--- src/rtl/dspi_pkg.sv ---
package dspi_pkg;
  localparam int OPC_W = 8;

  typedef enum logic [1:0] {CLS_NONE, CLS_READ, CLS_MODIFY} cmd_class_e;
  typedef enum logic [1:0] {PH_OPC, PH_READ, PH_PARAM, PH_SKIP} phase_e;

  function automatic cmd_class_e classify(input logic [OPC_W-1:0] op);
    case (op)
      8'h05, 8'h70, 8'hB5, 8'h85, 8'h65, 8'hE8, 8'hAF: classify = CLS_READ;
      8'h06, 8'h04, 8'h01, 8'h50, 8'hB1, 8'h81, 8'h61, 8'hE5,
      8'h02, 8'h42, 8'h20, 8'hD8, 8'hC7, 8'h75, 8'h7A: classify = CLS_MODIFY;
      default: classify = CLS_NONE;
    endcase
  endfunction
endpackage

--- src/rtl/dspi_sync.sv ---
module dspi_sync #(
  parameter int W = 4,
  parameter int STAGES = 2,
  parameter logic [W-1:0] RST_VAL = '0
) (
  input  logic         clk_i,
  input  logic         rst_ni,
  input  logic [W-1:0] d_i,
  output logic [W-1:0] q_o,
  output logic [W-1:0] rise_o,
  output logic [W-1:0] fall_o
);
  logic [STAGES-1:0][W-1:0] st_q;
  logic [W-1:0] prev_q;

  always_ff @(posedge clk_i or negedge rst_ni) begin
    if (!rst_ni) begin
      st_q   <= {STAGES{RST_VAL}};
      prev_q <= RST_VAL;
    end else begin
      st_q   <= {st_q[STAGES-2:0], d_i};
      prev_q <= st_q[STAGES-1];
    end
  end

  assign q_o    = st_q[STAGES-1];
  assign rise_o = q_o & ~prev_q;
  assign fall_o = ~q_o & prev_q;
endmodule

--- src/rtl/dspi_rx_deser.sv ---
module dspi_rx_deser #(
  parameter int LANES = 2,
  parameter int W = 8
) (
  input  logic             clk_i,
  input  logic             rst_ni,
  input  logic             clear_i,
  input  logic             shift_i,
  input  logic [LANES-1:0] lanes_i,
  output logic [W-1:0]     byte_o,
  output logic             done_o,
  output logic             aligned_o
);
  localparam int PAIRS = W / LANES;
  localparam int CW = (PAIRS > 1) ? $clog2(PAIRS) : 1;
  localparam logic [CW-1:0] LAST = CW'(PAIRS - 1);

  logic [W-1:0]  sr_q;
  logic [CW-1:0] cnt_q;
  logic          done_q;

  always_ff @(posedge clk_i or negedge rst_ni) begin
    if (!rst_ni) begin
      sr_q   <= '0;
      cnt_q  <= '0;
      done_q <= 1'b0;
    end else if (clear_i) begin
      cnt_q  <= '0;
      done_q <= 1'b0;
    end else if (shift_i) begin
      sr_q   <= {sr_q[W-LANES-1:0], lanes_i};
      cnt_q  <= (cnt_q == LAST) ? '0 : cnt_q + 1'b1;
      done_q <= (cnt_q == LAST);
    end else begin
      done_q <= 1'b0;
    end
  end

  assign byte_o    = sr_q;
  assign done_o    = done_q;
  assign aligned_o = (cnt_q == '0);
endmodule

--- src/rtl/dspi_tx_ser.sv ---
module dspi_tx_ser #(
  parameter int LANES = 2,
  parameter int W = 8
) (
  input  logic             clk_i,
  input  logic             rst_ni,
  input  logic             clear_i,
  input  logic             step_i,
  input  logic [W-1:0]     data_i,
  output logic             load_o,
  output logic [LANES-1:0] lanes_o,
  output logic [LANES-1:0] oe_o
);
  localparam int PAIRS = W / LANES;
  localparam int CW = (PAIRS > 1) ? $clog2(PAIRS) : 1;
  localparam logic [CW-1:0] LAST = CW'(PAIRS - 1);

  logic [W-1:0]     sr_q;
  logic [CW-1:0]    cnt_q;
  logic [LANES-1:0] lanes_q;
  logic             oe_q;

  assign load_o = step_i && (cnt_q == '0);

  always_ff @(posedge clk_i or negedge rst_ni) begin
    if (!rst_ni) begin
      sr_q    <= '0;
      cnt_q   <= '0;
      lanes_q <= '0;
      oe_q    <= 1'b0;
    end else if (clear_i) begin
      cnt_q   <= '0;
      lanes_q <= '0;
      oe_q    <= 1'b0;
    end else if (step_i) begin
      oe_q  <= 1'b1;
      cnt_q <= (cnt_q == LAST) ? '0 : cnt_q + 1'b1;
      if (load_o) begin
        lanes_q <= data_i[W-1 -: LANES];
        sr_q    <= data_i << LANES;
      end else begin
        lanes_q <= sr_q[W-1 -: LANES];
        sr_q    <= sr_q << LANES;
      end
    end
  end

  assign lanes_o = lanes_q;
  assign oe_o    = {LANES{oe_q}};
endmodule

--- src/rtl/dspi_cmd_front.sv ---
module dspi_cmd_front
  import dspi_pkg::*;
#(
  parameter int LANES = 2,
  parameter int MAX_PARAM = 4,
  parameter int SYNC_STAGES = 2,
  localparam int NP_W = $clog2(MAX_PARAM + 1)
) (
  input  logic                       clk_i,
  input  logic                       rst_ni,
  input  logic                       sck_i,
  input  logic                       csn_i,
  input  logic [LANES-1:0]           dq_i,
  output logic [LANES-1:0]           dq_o,
  output logic [LANES-1:0]           dq_oe_o,
  output logic                       rd_start_o,
  output logic [OPC_W-1:0]           rd_opcode_o,
  output logic                       rd_load_o,
  input  logic [OPC_W-1:0]           rd_data_i,
  output logic                       cmd_valid_o,
  output logic [OPC_W-1:0]           cmd_opcode_o,
  output logic [MAX_PARAM*OPC_W-1:0] cmd_param_o,
  output logic [NP_W-1:0]            cmd_nparam_o
);
  localparam int SW = LANES + 2;
  localparam int CS_B = LANES + 1;
  localparam int SCK_B = LANES;

  logic [SW-1:0] pin_q, pin_rise, pin_fall;
  logic csn_s, cs_rise, sck_r, sck_f;

  dspi_sync #(.W(SW), .STAGES(SYNC_STAGES), .RST_VAL(SW'(1) << CS_B)) u_sync (
    .clk_i(clk_i), .rst_ni(rst_ni), .d_i({csn_i, sck_i, dq_i}),
    .q_o(pin_q), .rise_o(pin_rise), .fall_o(pin_fall)
  );

  assign csn_s   = pin_q[CS_B];
  assign cs_rise = pin_rise[CS_B];
  assign sck_r   = pin_rise[SCK_B] & ~csn_s;
  assign sck_f   = pin_fall[SCK_B] & ~csn_s;

  logic [OPC_W-1:0] rx_byte;
  logic rx_done, rx_aligned;

  dspi_rx_deser #(.LANES(LANES), .W(OPC_W)) u_rx (
    .clk_i(clk_i), .rst_ni(rst_ni), .clear_i(csn_s), .shift_i(sck_r),
    .lanes_i(pin_q[LANES-1:0]), .byte_o(rx_byte), .done_o(rx_done),
    .aligned_o(rx_aligned)
  );

  phase_e phase_q;
  logic tx_step;
  assign tx_step = sck_f && (phase_q == PH_READ);

  dspi_tx_ser #(.LANES(LANES), .W(OPC_W)) u_tx (
    .clk_i(clk_i), .rst_ni(rst_ni), .clear_i(csn_s), .step_i(tx_step),
    .data_i(rd_data_i), .load_o(rd_load_o), .lanes_o(dq_o), .oe_o(dq_oe_o)
  );

  logic [MAX_PARAM-1:0][OPC_W-1:0] par_q;
  logic [NP_W-1:0]  np_q;
  logic [OPC_W-1:0] op_q;
  logic             rd_start_q, cmd_valid_q;
  logic [OPC_W-1:0] rd_op_q, cmd_op_q;
  logic [MAX_PARAM-1:0][OPC_W-1:0] cmd_par_q;
  logic [NP_W-1:0]  cmd_np_q;
  cmd_class_e       cls;

  assign cls = classify(rx_byte);

  always_ff @(posedge clk_i or negedge rst_ni) begin
    if (!rst_ni) begin
      phase_q <= PH_OPC;
      par_q   <= '0;
      np_q    <= '0;
      op_q    <= '0;
    end else if (csn_s) begin
      phase_q <= PH_OPC;
      par_q   <= '0;
      np_q    <= '0;
    end else if (rx_done) begin
      unique case (phase_q)
        PH_OPC: begin
          op_q <= rx_byte;
          unique case (cls)
            CLS_READ:   phase_q <= PH_READ;
            CLS_MODIFY: phase_q <= PH_PARAM;
            default:    phase_q <= PH_SKIP;
          endcase
        end
        PH_PARAM: begin
          if (np_q < NP_W'(MAX_PARAM)) begin
            par_q[np_q] <= rx_byte;
            np_q        <= np_q + 1'b1;
          end
        end
        default: ;
      endcase
    end
  end

  // Output registers hold their value between strobes
  always_ff @(posedge clk_i or negedge rst_ni) begin
    if (!rst_ni) begin
      rd_start_q  <= 1'b0;
      rd_op_q     <= '0;
      cmd_valid_q <= 1'b0;
      cmd_op_q    <= '0;
      cmd_par_q   <= '0;
      cmd_np_q    <= '0;
    end else begin
      rd_start_q  <= 1'b0;
      cmd_valid_q <= 1'b0;
      if (!csn_s && rx_done && phase_q == PH_OPC && cls == CLS_READ) begin
        rd_start_q <= 1'b1;
        rd_op_q    <= rx_byte;
      end
      if (cs_rise && phase_q == PH_PARAM && rx_aligned) begin
        cmd_valid_q <= 1'b1;
        cmd_op_q    <= op_q;
        cmd_par_q   <= par_q;
        cmd_np_q    <= np_q;
      end
    end
  end

  assign rd_start_o   = rd_start_q;
  assign rd_opcode_o  = rd_op_q;
  assign cmd_valid_o  = cmd_valid_q;
  assign cmd_opcode_o = cmd_op_q;
  assign cmd_param_o  = cmd_par_q;
  assign cmd_nparam_o = cmd_np_q;
endmodule

--- config.mk ---
export PLATFORM = sky130hd
export DESIGN_NAME = dspi_cmd_front
export DESIGN_NICKNAME = d
export VERILOG_FILES = /design/src/rtl/dspi_pkg.sv /design/src/rtl/dspi_sync.sv /design/src/rtl/dspi_rx_deser.sv /design/src/rtl/dspi_tx_ser.sv /design/src/rtl/dspi_cmd_front.sv
export SDC_FILE = /design/constraint.sdc
export NUM_CORES = 1
export LEC_CHECK = 0
export ABC_CLOCK_PERIOD_IN_PS = 3300
export BUFFER_PORTS_ARGS = -buffer_cell sky130_fd_sc_hd__buf_4
export CAP_MARGIN = 10
export CORE_UTILIZATION = 35
export CTS_BUF_LIST = sky130_fd_sc_hd__clkbuf_4 sky130_fd_sc_hd__clkbuf_8 sky130_fd_sc_hd__clkbuf_16
export CTS_CLUSTER_DIAMETER = 50
export CTS_CLUSTER_SIZE = 16
export DETAILED_ROUTE_END_ITERATION = 12
export PLACE_DENSITY_LB_ADDON = 0.2
export SYNTH_ARGS = -nofsm -noshare
export SYNTH_HDL_FRONTEND = slang
export SYNTH_HIERARCHICAL = 1
export SYNTH_SLANG_ARGS = --single-unit
--- constraint.sdc ---
create_clock -name clk_i -period 3.3 [get_ports clk_i]
set_input_delay 0.66 -clock clk_i [delete_from_list [all_inputs] [get_ports clk_i]]
set_output_delay 0.66 -clock clk_i [all_outputs]
set_load 0.005 [all_outputs]
== Word-level counts from Yosys, hierarchy flattened ==
Cells that the tools add are included.
Operators by class
  add/sub/neg operators: 3
  multiply operators: 0
  div/mod/pow operators: 0
  magnitude comparators: 3
  eq/ne operators: 28
  shift-type cells: 0
  muxes and demuxes: 32
  bitwise gates (word level): 7
  reduce and logical (&&, ||, !) cells: 25
Operator list (count)
  $mux W32: 4
  $eq A8 B8 Y1 const B: 9
  $eq A8 B7 Y1 const B: 7
  $bwmux W32: 1
  $eq A8 B3 Y1 const B: 3
  $mux W2: 12
  $demux W8 S2: 1
  $mux W8: 2
  $reduce_or A15 Y1: 1
  $mux W3: 4
  $reduce_bool A2 Y1: 6
  $eq A2 B2 Y1 const B: 4
  $eq A8 B1 Y1 const B: 1
  $eq A8 B2 Y1 const B: 1
  $eq A8 B6 Y1 const B: 1
  $logic_and A1 B1 Y1: 8
  $pmux W2 S2: 2
  $reduce_or A7 Y1: 1
  $logic_not A2 Y1: 3
  $lt A3 B3 Y1 const B: 2
  $mux W1: 6
  $reduce_and A2 Y1: 3
  $reduce_and A3 Y1: 2
  $add A2 B1 Y2 const B: 2
  10 further kinds: 12
Storage, ports and cells
  register bits after elaboration: 134
  bits in latches: 0
  memory bits (writable): 0
  memory bits (read-only): 0
  input bits: 14
  output and inout bits: 58
  word-level logic and storage cells: 124
  memories: 0

== Logic depth before layout (Yosys ltp) ==
Gate-level depths: netlist of run 1.
  word-level depth: 9
  mapped depth: 7
  mapped depth without buffers: 6

== By module ==
Netlist of run 1, hierarchy kept.
By module, submodules not included
  dspi_cmd_front: instances 1, cells an instance 441, area each 4190.3 um^2, seq. area each 2452.4 um^2
  dspi_tx_ser: instances 1, cells an instance 47, area each 596.8 um^2, seq. area each 275.3 um^2
  dspi_rx_deser: instances 1, cells an instance 30, area each 460.4 um^2, seq. area each 275.3 um^2
  dspi_sync: instances 1, cells an instance 24, area each 404.1 um^2, seq. area each 304.0 um^2

== Worst setup path before layout of run 1 ==
OpenSTA, ideal clock, no wires.
  path type: register to output
  from: reg u_sync.st_q (netlist bit u_sync/q_o[3])
  to: out rd_load_o
  arrival: 1389 ps
  required time: 2640 ps
  path slack: 1251 ps
  stages on the path, launching flop included: 6
  buffers on the path: 3
  path through: dfstp_2 buf_4 clkbuf_1 nor4b_1 buf_6 and2_2
Between the ends
  word-level cells in the longest chain between the ends: 4
Ends and longest elaborated chain
  from (decl): line dspi_sync.sv:13  | logic [STAGES-1:0][W-1:0] st_q;
  from (signal assigned): line dspi_sync.sv:18  | st_q <= {STAGES{RST_VAL}};
  from (signal assigned): line dspi_sync.sv:21  | st_q <= {st_q[STAGES-2:0], d_i};
  $not A1 Y1 (no source line)
  $and A1 B1 Y1: line dspi_cmd_front.sv:40  | assign sck_f = pin_fall[SCK_B] & ~csn_s;
  $logic_and A1 B1 Y1: line dspi_cmd_front.sv:53  | assign tx_step = sck_f && (phase_q == PH_READ);
  via tx_step: line dspi_cmd_front.sv:52  | logic tx_step;
  $logic_and A1 B1 Y1: line dspi_tx_ser.sv:23  | assign load_o = step_i && (cnt_q == '0);
  to (decl): line dspi_cmd_front.sv:18  | output logic rd_load_o,
The timed path passes the listed nets, and every way through them passes these cells.

== Worst setup path in the final report of run 1 ==
  from: reg u_tx.cnt_q[0]
  to: out rd_load_o
Between the ends
  word-level cells in the longest chain between the ends: 2
Ends and longest elaborated chain
  from (decl): line dspi_tx_ser.sv:19  | logic [CW-1:0] cnt_q;
  from (signal assigned): line dspi_tx_ser.sv:37  | cnt_q <= (cnt_q == LAST) ? '0 : cnt_q + 1'b1;
  $logic_not A2 Y1: line dspi_tx_ser.sv:23
  $logic_and A1 B1 Y1: line dspi_tx_ser.sv:23
Every way passes these cells.

==> run summary, run 1 <==
The flow ran to the end, and the final reports show no timing, DRC or antenna violations. The floorplan die width came out at ~130 um. The worst-case register-to-register setup slack came out at around 1.1 ns.

The via count of the first global-routing pass is roughly 4000. STA classifies the critical path endpoint as an output pin. The detailed-routing wirelength on met1 came out at between 5000 and 6000 um. Global routing used 16.03% of the available tracks across all layers. The count of placed standard cells in the final layout, fillers left out came out at slightly above 800. The final number of setup-violating endpoints came out at 0. The detailed router used layers up to and including met4. The final max-slew violation count came out at 0. The sum of net half-perimeters after detailed placement came out at approximately 7800 um. Setup repair after global routing left no endpoint under its margin. The port buffer count is just over 70.

The worst hold margin is approximately 0.29 ns. In the post-route analysis, the smallest setup slack over all paths is 1.025 ns. The share of post-route cells with drive strength above 1 came out at 24.79%. Yosys printed 6 warnings. The post-route DRC violation count came out at 0. The worst setup path is launched from a flip-flop.

The congestion estimate from routability-driven global placement came to just over 0.8. The number of iterations in the first detailed-routing pass is 4. In this run the power density over the cells is approximately 570 mW/mm^2. The worst pin sits at a relative slew slack of 53.43%. For the pin with the worst max-slew slack, the measured transition is about 0.7 ns. The data arrival at the endpoint of the critical path is between 1.5 and 2 ns. The average vias per placed instance is 4.749. After detailed routing, the average wire length per cell comes to between 10 and 15 um.

The number of buffers inserted by post-CTS setup repair is 0. The number of hold-repair buffers added at the cts stage came out at 0. The post-synthesis average cell area is roughly 10 um^2. For this run, the post-layout net count is a little over 600. The detail route stage leaves a number of antenna-violating nets equal to 0.

The maximum resistive drop on vdd is approximately 310 uV. Once the floorplan was initialized, standard cells occupied 36.24% of the core. The overall die height is 127.9 um.

The cell count after synthesis came out at between 500 and 600. The area growth from synthesis to layout is 22.23%. The number of CTS-inserted buffers came out at 17. TritonCTS built the clock tree. Across the routed clock network, the largest skew measured is around 0.0078 ns.

The post-cts sizing count is 0. After detailed routing, the met2 layer carries roughly 5500 um of wire. The core footprint is about 0.015 mm^2. The worst slack after detailed placement came out at roughly 1.1 ns.

The clock root buffer is sky130_fd_sc_hd__clkbuf_16. In the final timing run, aggregate negative setup slack is 0 ns. The shortest clock period the worst path allows after layout is between 2 and 2.5 ns.

The final route contains around 3900 vias. The worst setup path is of the reg2out kind. The number of antenna violations at the first check in global routing is 0. The full die area came out at ~0.016 mm^2.

The total overflow left after global routing is 0. The cell total after placement came out at 785. The number of nets in the synthesized netlist is about 560. In this run the deepest clock path goes through 2 buffers. The count of antenna diodes in the layout is 0.

The number of failing hold endpoints at the final stage came out at 0. The count of maximum capacitance violations came out at 0. Dividing the final minimum period by the clock period gives between 60% and 70%. The routed wire length is ~12000 um.

The largest net degree at the start of global routing came out at between 50 and 60. The first global-routing pass estimated around 20000 um of wire. The min-delay analysis places its worst path in the category in2async. The largest driver fanout on the critical path came out at 9. The clock sink count is between 100 and 150. In this run the static leakage power is 3.306 nW.

The clock latency at the later pin of the worst-skew pair is between 0.4 and 0.5 ns. The endpoint required time on the critical path came out at between 2 and 3 ns. After the first detailed-routing iteration, the DRC count stood at between 200 and 250.

After floorplanning, the core was divided into 45 placement rows. The post-synthesis instance area came out at 0.005550 mm^2. The highest achievable clock rate came out at 439.5 MHz. The length of routed met3 wiring is slightly above 700 um. The deepest level of the CTS H-tree is 4. The I/O pin total came out at 72.

Clock-pin slew was measured on the worst setup and hold paths at 0.05 ns.
[routing by layer]
metal / vias up / GRT usage [%]
met3: 10 / 4.508
li1: 1890 / -
met4: 0 / 6.367
met5: - / 0
met1: 1871 / 21.72
met2: 104 / 24.26
[cell usage in the layout, fill, tap and decap left out, drive strengths merged, types with 4 or more instances in the layout]
| cell type | instances |
|---|---|
| inv | 16 |
| a21oi | 36 |
| mux2i | 8 |
| ha | 8 |
| o21ai | 4 |
| clkinv | 7 |
| nor2b | 4 |
| buf | 80 |
| nand3 | 33 |
| nor4 | 7 |
| mux2 | 28 |
| dfrtp | 127 |
| nor2 | 11 |
| xnor2 | 4 |
| nand2 | 168 |
| nand2b | 4 |
| clkbuf | 18 |
[power by group]
| part | internal, W | switching [W] |
|---|---|---|
| clock | 0.00113 | 0.000688 |
| sequential | 0.00163 | 0.000182 |
| combinational | 0.000128 | 0.000118 |
| total | 0.00289 | 0.000988 |
[cell type report]
| type | instances | area [um^2] |
|---|---|---|
| clock buffers | 18 | 439.2 |
| clock inverters | 13 | 137.6 |
| fillers | 1492 | 8531 |
| inverters | 15 | 56.30 |
| multi-input cells | 349 | 2029 |
| flip-flops and latches | 130 | 3257 |
| well taps | 211 | 264.0 |
| repair buffers | 80 | 600.6 |
[flip-flops by register name, indices dropped and copies added (netlist names), 6 cells and up]
name / cells
par_q: 32
cmd_param_o: 32
rd_opcode_o: 8
u_tx/sr_q: 6
cmd_opcode_o: 8
u_rx/byte_o: 8
op_q: 8
[worst max-delay path, stage by stage, from the launching register on]
cell	delay, ns
sky130_fd_sc_hd__dfrtp_1	0.39
sky130_fd_sc_hd__inv_1	0.06
sky130_fd_sc_hd__ha_1	0.43
sky130_fd_sc_hd__and2_2	0.22
sky130_fd_sc_hd__buf_4	0.10
[final timing paths]
| path | from | endpoint | cells after the start |
|---|---|---|---|
| min in group clk_i | u_sync/st_q[1] | u_sync/q_o[1] | 0 |
| max reg2reg | u_sync/q_o[3] | rd_opcode_o[6] | 4 |
| max | u_tx/cnt_q[0] | rd_load_o | 4 |
| min reg2reg | u_sync/st_q[1] | u_sync/q_o[1] | 0 |
| max in group asynchronous | rst_ni | u_sync/st_q[3] | 2 |
| min | rst_ni | cmd_opcode_o[1] | 1 |
[through the flow]
stage          instance area (um^2)  total power (W)  utilization (%)
6_report                       6784         0.003875            44.30
5_1_grt                        6784         0.004052            44.30
4_1_cts                        6784         0.003930            44.30
3_5_place_dp                   6207         0.002089            40.53
3_3_place_gp                   6207         0.002077            40.53
2_1_floorplan                  5550         0.001985                -
(Power assumes the default switching activity.)
==> run 2: changes to the inputs <==
- ABC_AREA: unset -> 1
- ABC_CLOCK_PERIOD_IN_PS: 3300 -> 2300
- clock period: 3.3 -> 2.3 ns (I/O delays scaled with it)
==> run summary, run 2 <==
The clock sink count was 130 (unchanged). The floorplan die width came to 125.8 um (-1.7%). The number of warning messages in the yosys log came to 6 (unchanged).

The setup slack after layout is 0.2947 ns (-0.7299 ns). The clock latency at the later pin of the worst-skew pair was 0.42 ns (about the same). The worst slew slack as a fraction of its limit came out at 39.08% (-14 points). The deepest level of the CTS H-tree is 4 (unchanged). The largest net degree at the start of global routing came out at 62 (+11%). The worst slack after detailed placement is 0.5658 ns (-0.5074 ns). The delay of the slowest cell on the worst path was 0.39 ns (-0.04 ns). The port buffer count is 71 (unchanged). The count of antenna diodes in the layout is 0 (unchanged). The final number of setup-violating endpoints is 0 (unchanged). The synthesized net count is 608 (+9.4%). The leakage power came to 3.398 nW (+2.8%). The worst clock skew on the final layout came out at 0.007282 ns (-0.0004710 ns). Counting stages on the worst path, the most repeated cell is sky130_fd_sc_hd__inv_1. The via count of the first global-routing pass came out at 4054 (+2.3%).

The sum of net half-perimeters after detailed placement is 7883 um (+1.0%). The violation count after the first detailed-route iteration came out at 274 (+25%). The count of maximum capacitance violations came to 0 (unchanged). The final max-slew violation count came out at 0 (unchanged).

The number of buffers on the longest clock path came out at 2 (unchanged). Setup repair after global routing left no endpoint under its margin. The wire length of the first global-routing pass is 20380 um (+1.2%). The overall die height is 125.8 um (-1.7%). Relative to the synthesized area, the layout overhead comes to 24.67%.

The critical path buffer and inverter count came out at 3 (+1). The count of nets after finishing is 686 (+12%). The number of iterations in the first detailed-routing pass came to 4 (unchanged). The post-detailed-placement cell area is 0.006098 mm^2 (-1.8%). The number of CTS-inserted buffers came out at 17 (unchanged). The floorplan row count was 44 (-2.2%).

The library cell used most frequently in the layout, excluding fill and tap cells, is sky130_fd_sc_hd__nand2_1. The period utilization came out at roughly 87%. The shortest clock period the worst path allows after layout is 2.005 ns. The library cells used most frequently in the layout, excluding fill and tap cells, are sky130_fd_sc_hd__nand2_1, sky130_fd_sc_hd__dfrtp_1, sky130_fd_sc_hd__inv_1. The highest achievable clock rate came out at between 400 and 500 MHz.

The number of failing hold endpoints at the final stage came out at 0 (unchanged). The number of hold-repair buffers added at the cts stage came to 0 (unchanged). The total power came out at 0.005402 W (+39%). The number of antenna violations at the first check in global routing came out at 0 (unchanged).

The tightest min-delay check is of the in2async type. Among all stages on the critical path, the largest delay is contributed by sky130_fd_sc_hd__dfrtp_1. The power density over the cells came out at 808.3 mW/mm^2 (+42%). The endpoint required time on the critical path came out at 1.84 ns (-0.80 ns).

The worst setup path is captured at an output pin. The full die area came out at 0.01581 mm^2 (-3.4%). The run finished with clean final reports. The dominant delay contributor by cell family on the critical path is flip-flops. The maximum resistive drop on vdd came out at 477.2 uV (+53%).

The total of fill cells in the finished design is 1426 (-4.4%). The transition time at the pin with the least slew margin is 0.9104 ns (+0.2119 ns). The routed wire length is 11740 um (+0.46%). The post-cts sizing count is 0 (unchanged). The detailed-route via count is 4004 (+3.3%). TritonCTS built the clock tree. The clock input transition at the sequential cells of the worst setup and hold paths was 0.05 ns (about the same). The cell area after layout came out at 0.006683 mm^2 (-1.5%). The cell count after synthesis came to 586 (+9.7%). The post-synthesis instance area was 0.005360 mm^2 (-3.4%). The combined global-route utilization of all metal layers is 16.57% (+0.54 points). The detail-routed net length per standard cell is 13.65 um (-4.7%).

The share of post-route cells with drive strength above 1 is 20.12% (-4.7 points). The post-route DRC violation count is 0 (unchanged). The type of origin of the critical path is a flip-flop.

The placer congestion estimate came out at 0.8681 (+6.7%). The startpoint-to-endpoint class of the critical path is reg2out. The count of antenna-violating nets left after detailed routing is 0 (unchanged). The initial cell density of the core came out at 36.33% (+0.088 points). Walking the worst path, the cells encountered are inv_1, ha_1, nand2_2, inv_1, buf_4. The I/O pin total came out at 72 (unchanged).

The average vias per placed instance is 4.656 (-2.0%). The clock root buffer is sky130_fd_sc_hd__clkbuf_16. The sum of negative setup slack is 0 ns (unchanged). The core footprint is 0.01475 mm^2 (-3.7%). The data arrival at the endpoint of the critical path was 1.55 ns (-0.07 ns).

The overall overflow remaining after global route came out at 0 (unchanged). The number of buffers inserted by post-CTS setup repair is 0 (unchanged). The post-synthesis average cell area is 9.147 um^2 (-12%). The largest driver fanout on the critical path is 8 (-1).
run 2: cell types whose count changed in the layout (fill, tap and decap cells not counted), moves of 12 or more:
cell | previous run | this run
sky130_fd_sc_hd__inv_1 | 15 | 85
sky130_fd_sc_hd__o21ai_0 | 3 | 48
sky130_fd_sc_hd__o22ai_1 | 0 | 40
sky130_fd_sc_hd__a21oi_1 | 33 | 2
sky130_fd_sc_hd__nor2_1 | 11 | 36
sky130_fd_sc_hd__mux2_4 | 12 | 0
run 2: per-stage QoR:
step | hold slack, ns | cells | util, %
after floorplan | 0.1644 | 586 | -
after CTS | 0.03994 | 860 | 45.26
after global routing | 0.06323 | 860 | 45.29
final | 0.02978 | 860 | 45.29
after detailed placement | 0.3358 | 829 | 41.33
after global placement | 0.3327 | 829 | 41.33
run 2: routing by layer:
| layer | wire length (um) | up-vias | share of wire (%) | track usage (%) |
|---|---|---|---|---|
| met5 | 0 | - | 0 | 0 |
| met4 | 190 | 0 | 1.6 | 6.449 |
| met3 | 454 | 17 | 3.9 | 4.588 |
| met2 | 5424 | 79 | 46 | 26.76 |
| met1 | 5671 | 1899 | 48 | 21.18 |
| li1 | - | 2009 | - | - |
run 2: path summary, 6_finish.rpt:
| check | startpoint | slack, ns | end | cells after the start |
|---|---|---|---|---|
| max | u_tx/cnt_q[0] | 0.29 | rd_load_o | 5 |
| min | rst_ni | 0.03 | cmd_param_o[6] | 1 |
| max reg2reg | u_sync/q_o[3] | 0.59 | u_rx/byte_o[5] | 5 |
| min reg2reg | u_sync/st_q[1] | 0.35 | u_sync/q_o[1] | 0 |
| max in group asynchronous | rst_ni | 1.58 | cmd_valid_o | 2 |
| min in group clk_i | sck_i | 0.15 | u_sync/st_q[2] | 1 |
run 2: worst reg2reg max path, cell delays in order (launching register included):
cell                      delay [ns]
sky130_fd_sc_hd__dfstp_2        0.37
sky130_fd_sc_hd__buf_4          0.19
sky130_fd_sc_hd__nor2_1         0.72
sky130_fd_sc_hd__nand2_4        0.16
sky130_fd_sc_hd__nand2_1        0.11
sky130_fd_sc_hd__nand2_1        0.05
run 2: where the power goes:
| part | total (W) | switching (W) | internal [W] |
|---|---|---|---|
| sequential | 0.00242 | 0.0000856 | 0.00233 |
| combinational | 0.000365 | 0.000257 | 0.000108 |
| clock | 0.00262 | 0.000940 | 0.00168 |
run 2: final cells by class:
| cell class | instances | area [um^2] | area share (%) |
|---|---|---|---|
| clock buffer | 27 | 531.8 | 7.957 |
| clock inverter | 4 | 47.55 | 0.7115 |
| inverter | 88 | 330.3 | 4.943 |
| multi-input combinational | 349 | 1675 | 25.07 |
| sequential | 130 | 3257 | 48.74 |
| tap | 184 | 230.2 | 3.445 |
| timing repair buffer | 78 | 610.6 | 9.137 |
==> run 3: changes to the inputs <==
- ABC_AREA: 1 -> unset
==> run summary, run 3 (synthesis gave the netlist of run 1 again) <==
The flow ran to the end, and the final reports show no timing, DRC or antenna violations. The number of iterations in the first detailed-routing pass is 4 (unchanged). The placer congestion estimate came out at 0.8391 (-3.3%). Setup repair after global routing left no endpoint under its margin.

The average vias per placed instance was 4.790 (+2.9%). The worst slack after detailed placement came to 0.3018 ns (-0.2640 ns). The worst setup path is launched from a flip-flop. Grouping stages by cell kind, the critical path spends the most delay in flip-flops. The port buffer count was 71 (unchanged). The total number of cells along the worst setup path came out at 4 (-1). STA classifies the critical path endpoint as an output pin. The overall overflow remaining after global route came out at 0 (unchanged). The highest achievable clock rate is 462.2 MHz (-7.3%). The floorplan row count is 45 (+2.3%). The combined global-route utilization of all metal layers came out at 16.30% (-0.27 points).

The sum of net half-perimeters after detailed placement is 7996 um (+1.4%). Leaving out fill and tap cells, the most frequent cell in the layout is sky130_fd_sc_hd__nand2_1. The routed wire length is 12050 um (+2.6%).

The detailed-route via count came out at 3947 (-1.4%). The clock input transition at the sequential cells of the worst setup and hold paths is 0.06 ns (about the same). The post-detailed-placement cell area is 0.006297 mm^2 (+3.3%). The full die area came out at 0.01637 mm^2 (+3.5%). The deepest level of the CTS H-tree is 4 (unchanged).

Walking the worst path, the cells encountered are nor4b_2, buf_4, and2_2, buf_4. The number of hold-repair buffers added at the cts stage was 0 (unchanged). The shortest clock period the worst path allows after layout is 2.163 ns (+0.1581 ns). By instance count, the cell type seen most on the critical path is sky130_fd_sc_hd__buf_4. TritonCTS built the clock tree. The final number of setup-violating endpoints was 0 (unchanged). The number of failing hold endpoints at the final stage is 0 (unchanged). The power density over the cells is 811.1 mW/mm^2 (+0.35%). The transition time at the pin with the least slew margin came out at 0.5404 ns (-0.3701 ns). The initial cell density of the core was 36.24% (-0.088 points). The sum of negative setup slack came out at 0 ns (unchanged). The share of post-route cells with drive strength above 1 is 25.77% (+5.7 points). The wire length of the first global-routing pass came to 20530 um (+0.75%). The leakage power came out at 3.347 nW (-1.5%). Among all stages on the critical path, the largest delay is contributed by sky130_fd_sc_hd__dfstp_4.

The cell area after layout came out at 0.006872 mm^2 (+2.8%). The count of nets after finishing is 622 (-9.3%). The maximum resistive drop on vdd came out at 563.8 uV (+18%). The setup slack after layout is 0.1366 ns (-0.1581 ns).

CTS placed an instance of sky130_fd_sc_hd__clkbuf_16 at the clock tree root. The count of antenna diodes in the layout is 0 (unchanged). The worst clock skew on the final layout is 0.009205 ns (+0.001923 ns). The largest net degree at the start of global routing came out at 48 (-23%). The number of buffers inserted by post-CTS setup repair was 0 (unchanged).

The number of CTS-inserted buffers was 17 (unchanged). The largest driver fanout on the critical path is 18 (+10). The area growth from synthesis to layout is 23.81%. The count of maximum capacitance violations was 0 (unchanged). The data arrival at the endpoint of the critical path came out at 1.70 ns (+0.15 ns). The clock latency at the later pin of the worst-skew pair is 0.41 ns (about the same). The delay of the slowest cell on the worst path came out at 0.75 ns (+0.36 ns). The library cells used most frequently in the layout, excluding fill and tap cells, are sky130_fd_sc_hd__nand2_1, sky130_fd_sc_hd__dfrtp_1, sky130_fd_sc_hd__buf_4. The tightest min-delay check is of the in2async type.

The number of antenna violations at the first check in global routing is 0 (unchanged). The via count of the first global-routing pass is 4115 (+1.5%). The overall die height came out at 127.9 um (+1.7%).

The floorplan die width was 127.9 um (+1.7%). The startpoint-to-endpoint class of the critical path is reg2out. The critical path buffer and inverter count came out at 2 (-1).

The number of cells on the worst reg-to-reg path is 5 (unchanged). The clock sink count is 130 (unchanged). The core footprint is 0.01531 mm^2 (+3.8%).

The I/O pin total came out at 72 (unchanged). The count of antenna-violating nets left after detailed routing came out at 0 (unchanged). The detail-routed net length per standard cell is 14.62 um (+7.1%). The worst slew slack as a fraction of its limit is 63.98% (+25 points). The violation count after the first detailed-route iteration is 197 (-28%). The period utilization is 94.06% (+6.9 points). The number of buffers on the longest clock path came to 2 (unchanged). The final max-slew violation count came to 0 (unchanged). The fraction of the core area covered by cells at the end of the flow came out at 44.87% (-0.42 points). The post-route DRC violation count came to 0 (unchanged).

The endpoint required time on the critical path was 1.84 ns (about the same).
[run 3: layout make-up]
| class | count | area (um^2) |
|---|---|---|
| Fill cell | 1498 | 8443 |
| Sequential cell | 130 | 3261 |
| Multi-Input combinational cell | 349 | 2029 |
| Timing Repair Buffer | 87 | 690.7 |
| Clock buffer | 20 | 460.4 |
| Tap cell | 211 | 264.0 |
| Clock inverter | 12 | 110.1 |
| Inverter | 15 | 56.30 |
[run 3: report_power, final]
part | total, W | switching (W) | internal, W | leakage, nW
registers | 0.00248 | 0.000136 | 0.00235 | 1.77
clock network | 0.00253 | 0.000980 | 0.00155 | 0.271
logic | 0.000557 | 0.000319 | 0.000239 | 1.31
total | 0.00557 | 0.00143 | 0.00414 | 3.35
[run 3: worst paths after layout]
check	startpoint	endpoint	slack, ns
worst max-delay path	u_sync/q_o[3]	rd_load_o	0.14
min in group clk_i	csn_i	u_sync/st_q[3]	0.16
worst min-delay path	rst_ni	cmd_opcode_o[1]	0.03
worst min register to register	u_sync/st_q[2]	u_sync/q_o[2]	0.35
max in group asynchronous	rst_ni	u_sync/st_q[3]	1.58
worst max register to register	u_rx/byte_o[6]	rd_opcode_o[7]	0.26
[run 3: metrics by stage]
step,total power [W],hold WS [ns],instances
final,0.005574,0.02880,824
after global routing,0.005819,0.06332,824
after CTS,0.005647,0.03297,824
after detailed placement,0.003083,0.3378,792
after global placement,0.003066,0.3345,792
after floorplan,0.002848,0.1644,534
[run 3: timing repair]
item | 4_1_cts | 5_1_grt
resized for setup | 0 | 1
endpoints found under the setup margin | 0 | 1
hold endpoints to repair | 0 | 0
[run 3: routing by layer]
layer	share of wire [%]	up-vias	global-route usage (%)
met3	4.5	11	4.633
met1	46	1933	20.68
met5	0	-	0
met4	1.2	0	5.813
met2	48	103	26.60
li1	-	1900	-
